`src/rtl/uart_rx_line.sv`:
```
module uart_rx_line #(
  parameter int TPB          = 16,
  parameter int START_CHECKS = 4
) (
  input  logic       clk,
  input  logic       rst_n,
  input  logic       tick16,
  input  logic       rx_line,
  input  logic [1:0] len_sel,
  input  logic       par_on,
  input  logic [1:0] par_sel,
  input  logic       two_stop,
  input  logic       buf_rd,
  input  logic       stat_rd,
  output logic [7:0] buf_data,
  output logic [7:0] stat,
  output logic       ready_n
);

  localparam int TW    = $clog2(TPB);
  localparam int MAXB  = 12;
  localparam int BRKW  = $clog2(TPB * MAXB + 2);
  localparam logic [TW-1:0] MID  = TW'(TPB / 2);
  localparam logic [TW-1:0] LAST = TW'(TPB - 1);

  typedef enum logic [2:0] {S_IDLE, S_START, S_DATA, S_PAR, S_STOP, S_STOP2} st_t;

  logic          rx_m, rx_s;
  st_t           state;
  logic [TW-1:0] tcnt;
  logic [2:0]    bidx;
  logic [7:0]    shf;
  logic          pbit, armed;
  logic [BRKW-1:0] lowcnt;
  logic          rdy, ovr_f, pe_f, fe_f, brk_f;

  always_ff @(posedge clk or negedge rst_n)
    if (!rst_n) begin
      rx_m <= 1'b1;
      rx_s <= 1'b1;
    end else begin
      rx_m <= rx_line;
      rx_s <= rx_m;
    end

  wire [2:0]    last_bit = 3'(4 + len_sel);
  wire          at_mid   = tick16 && tcnt == MID;
  wire          at_end   = tick16 && tcnt == LAST;
  wire [TW-1:0] tnext    = (tcnt == LAST) ? '0 : tcnt + 1'b1;

  always_ff @(posedge clk or negedge rst_n)
    if (!rst_n) begin
      state <= S_IDLE;
      tcnt  <= '0;
      bidx  <= '0;
      shf   <= '0;
      pbit  <= 1'b0;
      armed <= 1'b0;
    end else if (tick16) begin
      case (state)
        S_IDLE:
          if (rx_s) armed <= 1'b1;
          else if (armed) begin
            state <= S_START;
            tcnt  <= TW'(1);
            armed <= 1'b0;
            shf   <= '0;
          end
        S_START:
          if (tcnt < TW'(START_CHECKS) && rx_s) begin
            state <= S_IDLE;
            armed <= 1'b1;
          end else begin
            tcnt <= tnext;
            if (tcnt == LAST) begin
              state <= S_DATA;
              bidx  <= '0;
            end
          end
        S_DATA: begin
          tcnt <= tnext;
          if (tcnt == MID) shf[bidx] <= rx_s;
          if (tcnt == LAST) begin
            if (bidx == last_bit) state <= par_on ? S_PAR : S_STOP;
            else bidx <= bidx + 1'b1;
          end
        end
        S_PAR: begin
          tcnt <= tnext;
          if (tcnt == MID) pbit <= rx_s;
          if (tcnt == LAST) state <= S_STOP;
        end
        S_STOP: begin
          tcnt <= tnext;
          if (tcnt == MID && !two_stop) state <= S_IDLE;
          else if (tcnt == LAST) state <= S_STOP2;
        end
        S_STOP2: begin
          tcnt <= tnext;
          if (tcnt == LAST) state <= S_IDLE;
        end
        default: state <= S_IDLE;
      endcase
    end

  logic exp_par;
  always_comb
    case (par_sel)
      2'd0:    exp_par = ^shf;
      2'd1:    exp_par = ~^shf;
      2'd2:    exp_par = 1'b1;
      default: exp_par = 1'b0;
    endcase

  wire load_now = state == S_STOP && at_mid;
  wire pe_now   = par_on && (pbit != exp_par);
  wire fe_now   = !rx_s;

  wire [BRKW-1:0] frame_bits = BRKW'(2 + 5 + len_sel) + BRKW'(par_on) + BRKW'(two_stop);
  wire [BRKW-1:0] brk_lim    = BRKW'(frame_bits * BRKW'(TPB)) + 1'b1;
  wire            brk_hit    = tick16 && !rx_s && lowcnt == brk_lim - 1'b1;

  always_ff @(posedge clk or negedge rst_n)
    if (!rst_n) lowcnt <= '0;
    else if (tick16) begin
      if (rx_s) lowcnt <= '0;
      else if (lowcnt != brk_lim) lowcnt <= lowcnt + 1'b1;
    end

  always_ff @(posedge clk or negedge rst_n)
    if (!rst_n) begin
      rdy <= 1'b0; ovr_f <= 1'b0; pe_f <= 1'b0; fe_f <= 1'b0; brk_f <= 1'b0;
      buf_data <= '0;
    end else begin
      if (load_now) buf_data <= shf;
      if (load_now) rdy <= 1'b1;
      else if (buf_rd) rdy <= 1'b0;
      if (load_now && rdy && !buf_rd) ovr_f <= 1'b1;
      else if (stat_rd) ovr_f <= 1'b0;
      if (load_now && pe_now) pe_f <= 1'b1;
      else if (stat_rd) pe_f <= 1'b0;
      if ((load_now && fe_now) || brk_hit) fe_f <= 1'b1;
      else if (stat_rd) fe_f <= 1'b0;
      if (brk_hit) brk_f <= 1'b1;
      else if (stat_rd) brk_f <= 1'b0;
    end

  assign stat    = {3'b000, ovr_f, pe_f, fe_f, brk_f, rdy};
  assign ready_n = !rdy;

  p_brk_fe_r6: assert property (@(posedge clk) disable iff (!rst_n) brk_f |-> fe_f);
  p_pe_en_r4: assert property (@(posedge clk) disable iff (!rst_n) $rose(pe_f) |-> $past(par_on));
  p_ovr_src_r8: assert property (@(posedge clk) disable iff (!rst_n) $rose(ovr_f) |-> $past(rdy));
  p_load_wins_r10: assert property (@(posedge clk) disable iff (!rst_n) load_now |=> !ready_n);
  p_rd_clr_r10: assert property (@(posedge clk) disable iff (!rst_n) buf_rd && !load_now |=> ready_n);
  p_stat_clr_r9: assert property (@(posedge clk) disable iff (!rst_n)
    stat_rd && !load_now && !brk_hit |=> stat[4:1] == 4'b0000);

endmodule

```
`config.mk`:
```
export PLATFORM = sky130hd
export DESIGN_NAME = uart_rx_line
export DESIGN_NICKNAME = d
export VERILOG_FILES = /design/src/rtl/uart_rx_line.sv
export SDC_FILE = /design/constraint.sdc
export NUM_CORES = 1
export LEC_CHECK = 0
export ABC_AREA = 1
export BUFFER_PORTS_ARGS = -buffer_cell sky130_fd_sc_hd__buf_2
export CAP_MARGIN = 25
export CORE_ASPECT_RATIO = 1.5
export CORE_MARGIN = 2
export CORE_UTILIZATION = 25
export DETAILED_ROUTE_END_ITERATION = 12
export GPL_TIMING_DRIVEN = 0
export PLACE_DENSITY = 0.4
export RECOVER_POWER = 100
export SLEW_MARGIN = 10
export SYNTH_ARGS = -nofsm -noshare
export SYNTH_HDL_FRONTEND = slang
export SYNTH_SLANG_ARGS = --single-unit
```
`constraint.sdc`:
```
create_clock -name clk -period 1.7 [get_ports clk]
set_clock_uncertainty 0.15 [all_clocks]
set_input_delay 0.085 -clock clk [delete_from_list [all_inputs] [get_ports clk]]
set_output_delay 0.085 -clock clk [all_outputs]
set_load 0.01 [all_outputs]
```
# Word-level counts from Yosys, hierarchy flattened
# Index checks and enable logic that the tools add are counted.
# word_totals
regBits	43
input_bits	12
output_inout_bits	17
# classes
addsub	9
order_cmp	3
n_eq_ne	26
muxes	41
n_reduce_logical	39
# ops
operator	n
3-bit two-way mux	14
8-bit two-way mux	5
2-bit != test, second input constant	11
3-bit case mux with 6 select lines	1
2-bit nonzero test	9
8-bit by 1-bit adder with 8-bit output, second input constant	2
4-bit two-way mux	4
8-bit case mux with 2 select lines	1
1-bit logical AND	12
4-bit case mux with 3 select lines	1
1-bit two-way mux	10
5-bit AND reduction	2
9-bit AND reduction	1
4-bit by 1-bit adder with 4-bit output	2
8-bit bitwise mux	1
4-bit == test, second input constant	2
8-bit == test	1
8-bit != test	1
8-bit XNOR reduction	1
8-bit parity	1
8-bit by 1-bit subtractor with 8-bit output, second input constant	1
3-bit by 2-bit == test with 1-bit output, second input constant	2
3-bit == test, second input constant	2
3-bit != test, second input constant	2
other kinds (25)	29

# Longest topological paths before layout
# depth
word_depth	9
depth_mapped	14

# Worst setup path before layout
# OpenSTA, ideal clock, no wires.
# synth_path
path_type	input -> register
startpoint	in len_sel[0]
endpoint	reg lowcnt[5]
setup_ns	0.065
arrival_time_ns	1.810
t_required_ns	1.485
path_slack_ns	-0.325
path_stages	13
path_buffers	0
cell_sequence	inv_1 -> ha_1 -> inv_1 -> ha_1 -> inv_1 -> fa_1 -> xor2_1 -> nand2_1 -> nor2_4 -> nand3_4 -> nand2_4 -> nand2_1 -> nand2_1
# synth_via
elab_chain_len	7
# synth_rtl
element	line	text
start, declared	9	input logic [1:0] len_sel,
3-bit by 2-bit adder with 4-bit output	119	wire [BRKW-1:0] frame_bits = BRKW'(2 + 5 + len_sel) + BRKW'(par_on) + BRKW'(two_stop);
4-bit by 1-bit adder with 4-bit output (2 in a row)	119	
8-bit by 1-bit adder with 8-bit output	120	wire [BRKW-1:0] brk_lim = BRKW'(frame_bits * BRKW'(TPB)) + 1'b1;
8-bit != test	127	else if (lowcnt != brk_lim) lowcnt <= lowcnt + 1'b1;
2-bit nonzero test (no line)	--	
2-bit AND reduction (no line)	--	
end signal, assigned	127	
end, declared	34	logic [BRKW-1:0] lowcnt;
# No other way between the ends.
# A chain may end at the register's enable or synchronous reset.

# Worst setup path after layout
# layout_path
startpoint	in len_sel[0]
endpoint	reg lowcnt[7]
# The elaborated chain is that of the path after synthesis.

==> results summary <==
In the synthesized netlist, the number of instances is 359. The data required time of the critical path is 1.78 ns. The final net count came out at 431. The critical path is of the input pin to flip-flop type. The die extent in x is 89.48 um. The detailed-router iteration count before antenna repair is 4.

The relative area change from synthesis to final layout came out at 29.36%. The proportion of synthesized flip-flops having asynchronous set or reset is 100.0%. The maximum vdd ir drop came out at 0.3935 mV.

The floorplan step defined a die boundary enclosing 11830 um2. The type of the tightest min-delay check is input pin to flip-flop. The wire length reported by the detailed router is 6.571 mm.

The pre-CTS setup slack is -0.6515 ns. The data arrival time of the critical path is 1.96 ns. The number of clock sinks is 43. The post-detailed-placement half-perimeter wirelength is 4.802 mm. The hold-critical path endpoint is pe_f.

TritonCTS built the clock tree. Yosys mapped the design onto 38 distinct sky130hd cell types. The startpoint identified for the worst register-to-register timing path is tcnt[0]. The first-iteration detailed-routing DRC count is 48. The checks that failed: negative setup slack. The number of buffers and inverters on the critical path came out at 4. Each instance of the synthesized netlist takes up on average 7.633 um2. The repair_antennas step left the layout with diodes totalling 0.

The source-to-sink clock delay at the later pin of the worst-skew pair came out at 0.29 ns. For this run, the leading register cell type out of synthesis is sky130_fd_sc_hd__dfrtp_1. The run finished, with violations left. The synthesis-stage register bit count came out at 43. Setup violations remaining at the end of the flow were counted as 9. The fill cell total of the finished layout is 1153. The area used by multi-input combinational logic is 1546 um2. The maximum number of buffers from clock root to sink came out at 2.

The cell with the largest stage delay on the worst path is sky130_fd_sc_hd__fa_1. The final total power is 3.680 mW. In this run the worst path has a maximum fanout of 8.

In the post-synthesis netlist, the biggest area contributors are sky130_fd_sc_hd__dfrtp_1 37%, sky130_fd_sc_hd__nand2_1 15%, sky130_fd_sc_hd__inv_1 5.9%. The number of vias per cell after detailed routing came out at 4.271. The time the final worst path needs with I/O delays and setup came out at 1.879 ns. The element type at the critical path start is an input pin. Measured along the y axis, the die boundary spans 132.2 um. The average detailed-routed wire length per instance came out at 11.88 um. The routed layout has 2362 vias. The fraction of the core area covered by cells at the end of the flow came out at 33.29%.

The synthesized area came out at 2740 um2. The share of layout cells above drive strength 1 is 26.16%. The count of final hold-check violations came out at 0. The count of yosys warnings during synthesis is 0. The startpoint of the worst hold path is par_sel[1]. The area taken by flip-flops and latches came out at 1087 um2. The total congestion overflow after global routing came out at 0.

The via count of the first global-routing pass is 2296. The count of cells along the worst register-to-register path is 9. The floorplan row count came out at 46. The number of I/O pins came out at 29. The number of antenna violations at the first check in global routing is 0.

The delay of the slowest cell on the worst path came out at 0.52 ns. The weighted congestion reported at the end of routability-driven placement came out at 0.7824. On the critical path the largest part of the delay comes from adder cells. Yosys instantiated no cell more often than sky130_fd_sc_hd__nand2_1.

The antenna violation net count after detailed routing is 0. The setup slack on the worst flop-to-flop path is 0.03 ns. Yosys mapped a number of flops with a built-in enable equal to 0. The global-route usage over all layers is 11.87%. The number of buffer cells added on primary ports is 25.

Measured against its own limit, the worst slew margin works out to 22.67%. Setup repair after global routing could not meet its margin everywhere. Summing the sequential cell areas from Yosys gives 39.36% of the chip area.

Walking the worst path, the cells encountered are buf_8, inv_6, ha_4, inv_2, ha_4, inv_2, fa_1, xor2_1, nand2_1, nor2_4, nand3_4, nand2_8, nand2_1, nand2_1. The area of the core region came out at 10650 um2. The largest area contributor in the synthesized netlist is sky130_fd_sc_hd__dfrtp_1. Summed over its instances, the top area cell type makes up 37.44% of the synthesized netlist area. The wire length of the first global-routing pass is 10.97 mm. The worst setup path is captured at a flip-flop. Clock tree synthesis inserted a total of 5 buffers. The number of max-capacitance violations reported is 0. After detailed routing, the number of remaining DRC violations is 0. The effective utilization at floorplan is 25.73%.

Entering global routing, the biggest net connects 25 pins. The post-route worst setup slack is -0.1795 ns. By instance count, the cell type seen most on the critical path is sky130_fd_sc_hd__nand2_1. In this run the power density over the cells is 1038 nW/um2.

The endpoint identified for the worst register-to-register timing path is pe_f. The slew of the pin with the lowest slew margin is 1.160 ns. The cell depth of the worst hold path came out at 5. The final-report max-slew violation count came to 0. The period utilization came out at 110.6%.

The sum of negative setup slack came out at -1.438 ns. The root buffer cell is sky130_fd_sc_hd__clkbuf_16. The total number of H-tree levels is 2. The clock input transition at the sequential cells of the worst setup and hold paths is 0.06 ns. For this run, the top clock speed supported by timing is 532.1 MHz. After synthesis, the most frequently instantiated cells are 112 x sky130_fd_sc_hd__nand2_1, 43 x sky130_fd_sc_hd__inv_1, 41 x sky130_fd_sc_hd__dfrtp_1. For this design the static power due to leakage is 1.628 nW.
[worst max-delay path by stage]
stage                     startpoint        end  slack (ns)  cells after the start
after CTS                 len_sel[0]  lowcnt[7]       -0.21                     14
after detailed placement    two_stop  lowcnt[7]       -0.65                     14
final                     len_sel[0]  lowcnt[7]       -0.18                     14
after global routing      len_sel[0]  lowcnt[6]       -0.29                     14
after global placement      two_stop  lowcnt[1]       -0.62                     14
after floorplan             two_stop  lowcnt[5]       -0.25                     13
[cells in the final DEF, fill, tap and decap left out, types with 4 or more instances in the layout]
cell type	synthesis	final
sky130_fd_sc_hd__buf_2	3	10
sky130_fd_sc_hd__buf_4	8	18
sky130_fd_sc_hd__clkbuf_1	1	15
sky130_fd_sc_hd__clkbuf_16	0	5
sky130_fd_sc_hd__dfrtp_1	41	37
sky130_fd_sc_hd__dfrtp_2	0	4
sky130_fd_sc_hd__dlygate4sd3_1	0	4
sky130_fd_sc_hd__ha_1	10	7
sky130_fd_sc_hd__inv_1	43	33
sky130_fd_sc_hd__inv_2	5	10
sky130_fd_sc_hd__nand2_1	112	105
sky130_fd_sc_hd__nand2_2	2	7
sky130_fd_sc_hd__nand3_1	22	18
sky130_fd_sc_hd__nand3_2	3	5
sky130_fd_sc_hd__nand3_4	2	5
sky130_fd_sc_hd__nand4_1	5	5
sky130_fd_sc_hd__nor2_1	19	17
sky130_fd_sc_hd__nor3_1	9	8
sky130_fd_sc_hd__o21ai_0	26	23
sky130_fd_sc_hd__o21ai_1	4	5
sky130_fd_sc_hd__o21ai_2	9	11
sky130_fd_sc_hd__xor2_1	8	8
[worst register-to-register path: cells and delay by family, from the launching register on]
kind	cells	cell delay [ns]
adder cells (fa/ha/maj)	1	0.15
flip-flops	1	0.39
buffers and inverters	2	0.28
AND/OR/NAND/NOR	6	0.64
[final cells by class]
class | instances | area share, %
clock inverter | 2 | 0.9884
clock buffer | 6 | 3.918
inverter | 48 | 5.930
multi-input combinational | 258 | 43.63
sequential | 43 | 30.67
tap | 144 | 5.083
timing repair buffer | 39 | 7.060
buffer | 13 | 2.718
[per-stage QoR]
step	instances	instance area [um2]	hold WS, ns
floorplan	361	2790	-0.3606
global placement	530	3095	0.04124
detailed placement	531	3115	-0.06185
CTS	549	3437	0.009398
global route	553	3545	0.05559
finish	553	3545	0.01377
[timing repair]
action	in CTS	in global routing
gates resized for setup	18	41
buffers inserted	4	5
hold buffers	4	0
hold endpoints to repair	25	0
cloned	2	0
pin swaps	12	16
setup endpoints to repair	32	34
[per-layer routing]
| layer | global-route usage (%) | routed length, um |
|---|---|---|
| met5 | 0 | 0 |
| met4 | 4.063 | 113 |
| met3 | 2.129 | 204 |
| met2 | 20.91 | 3434 |
| met1 | 14.07 | 2818 |
[cell families after synthesis]
| group | count (synthesis) | share of synthesized area [%] |
|---|---|---|
| AND/OR/NAND/NOR | 182 | 30.55 |
| buffers and inverters | 62 | 10.36 |
| AO/OA/AOI/OAI | 49 | 10.78 |
| flip-flops | 43 | 39.36 |
| XOR/XNOR | 11 | 3.516 |
| adder cells (fa/ha/maj) | 11 | 5.297 |
| other | 1 | 0.1369 |
[sequential cells by signal, indices dropped and copies added, names as in the netlist]
name / cells
shf: 8
buf_data: 8
lowcnt: 8
brk_f: 1
bidx: 3
pbit: 1
rdy: 1
pe_f: 1
ovr_f: 1
state: 3
rx_m: 1
armed: 1
rx_s: 1
fe_f: 1
tcnt: 4
[where the power goes]
group | total [mW] | leakage (nW) | internal (mW) | switching [mW]
registers | 1.29 | 0.578 | 1.13 | 0.154
clock network | 1.15 | 0.0868 | 0.732 | 0.420
logic | 1.24 | 0.964 | 0.511 | 0.731
total | 3.68 | 1.63 | 2.37 | 1.31
Power figures use the tool's default switching activity.
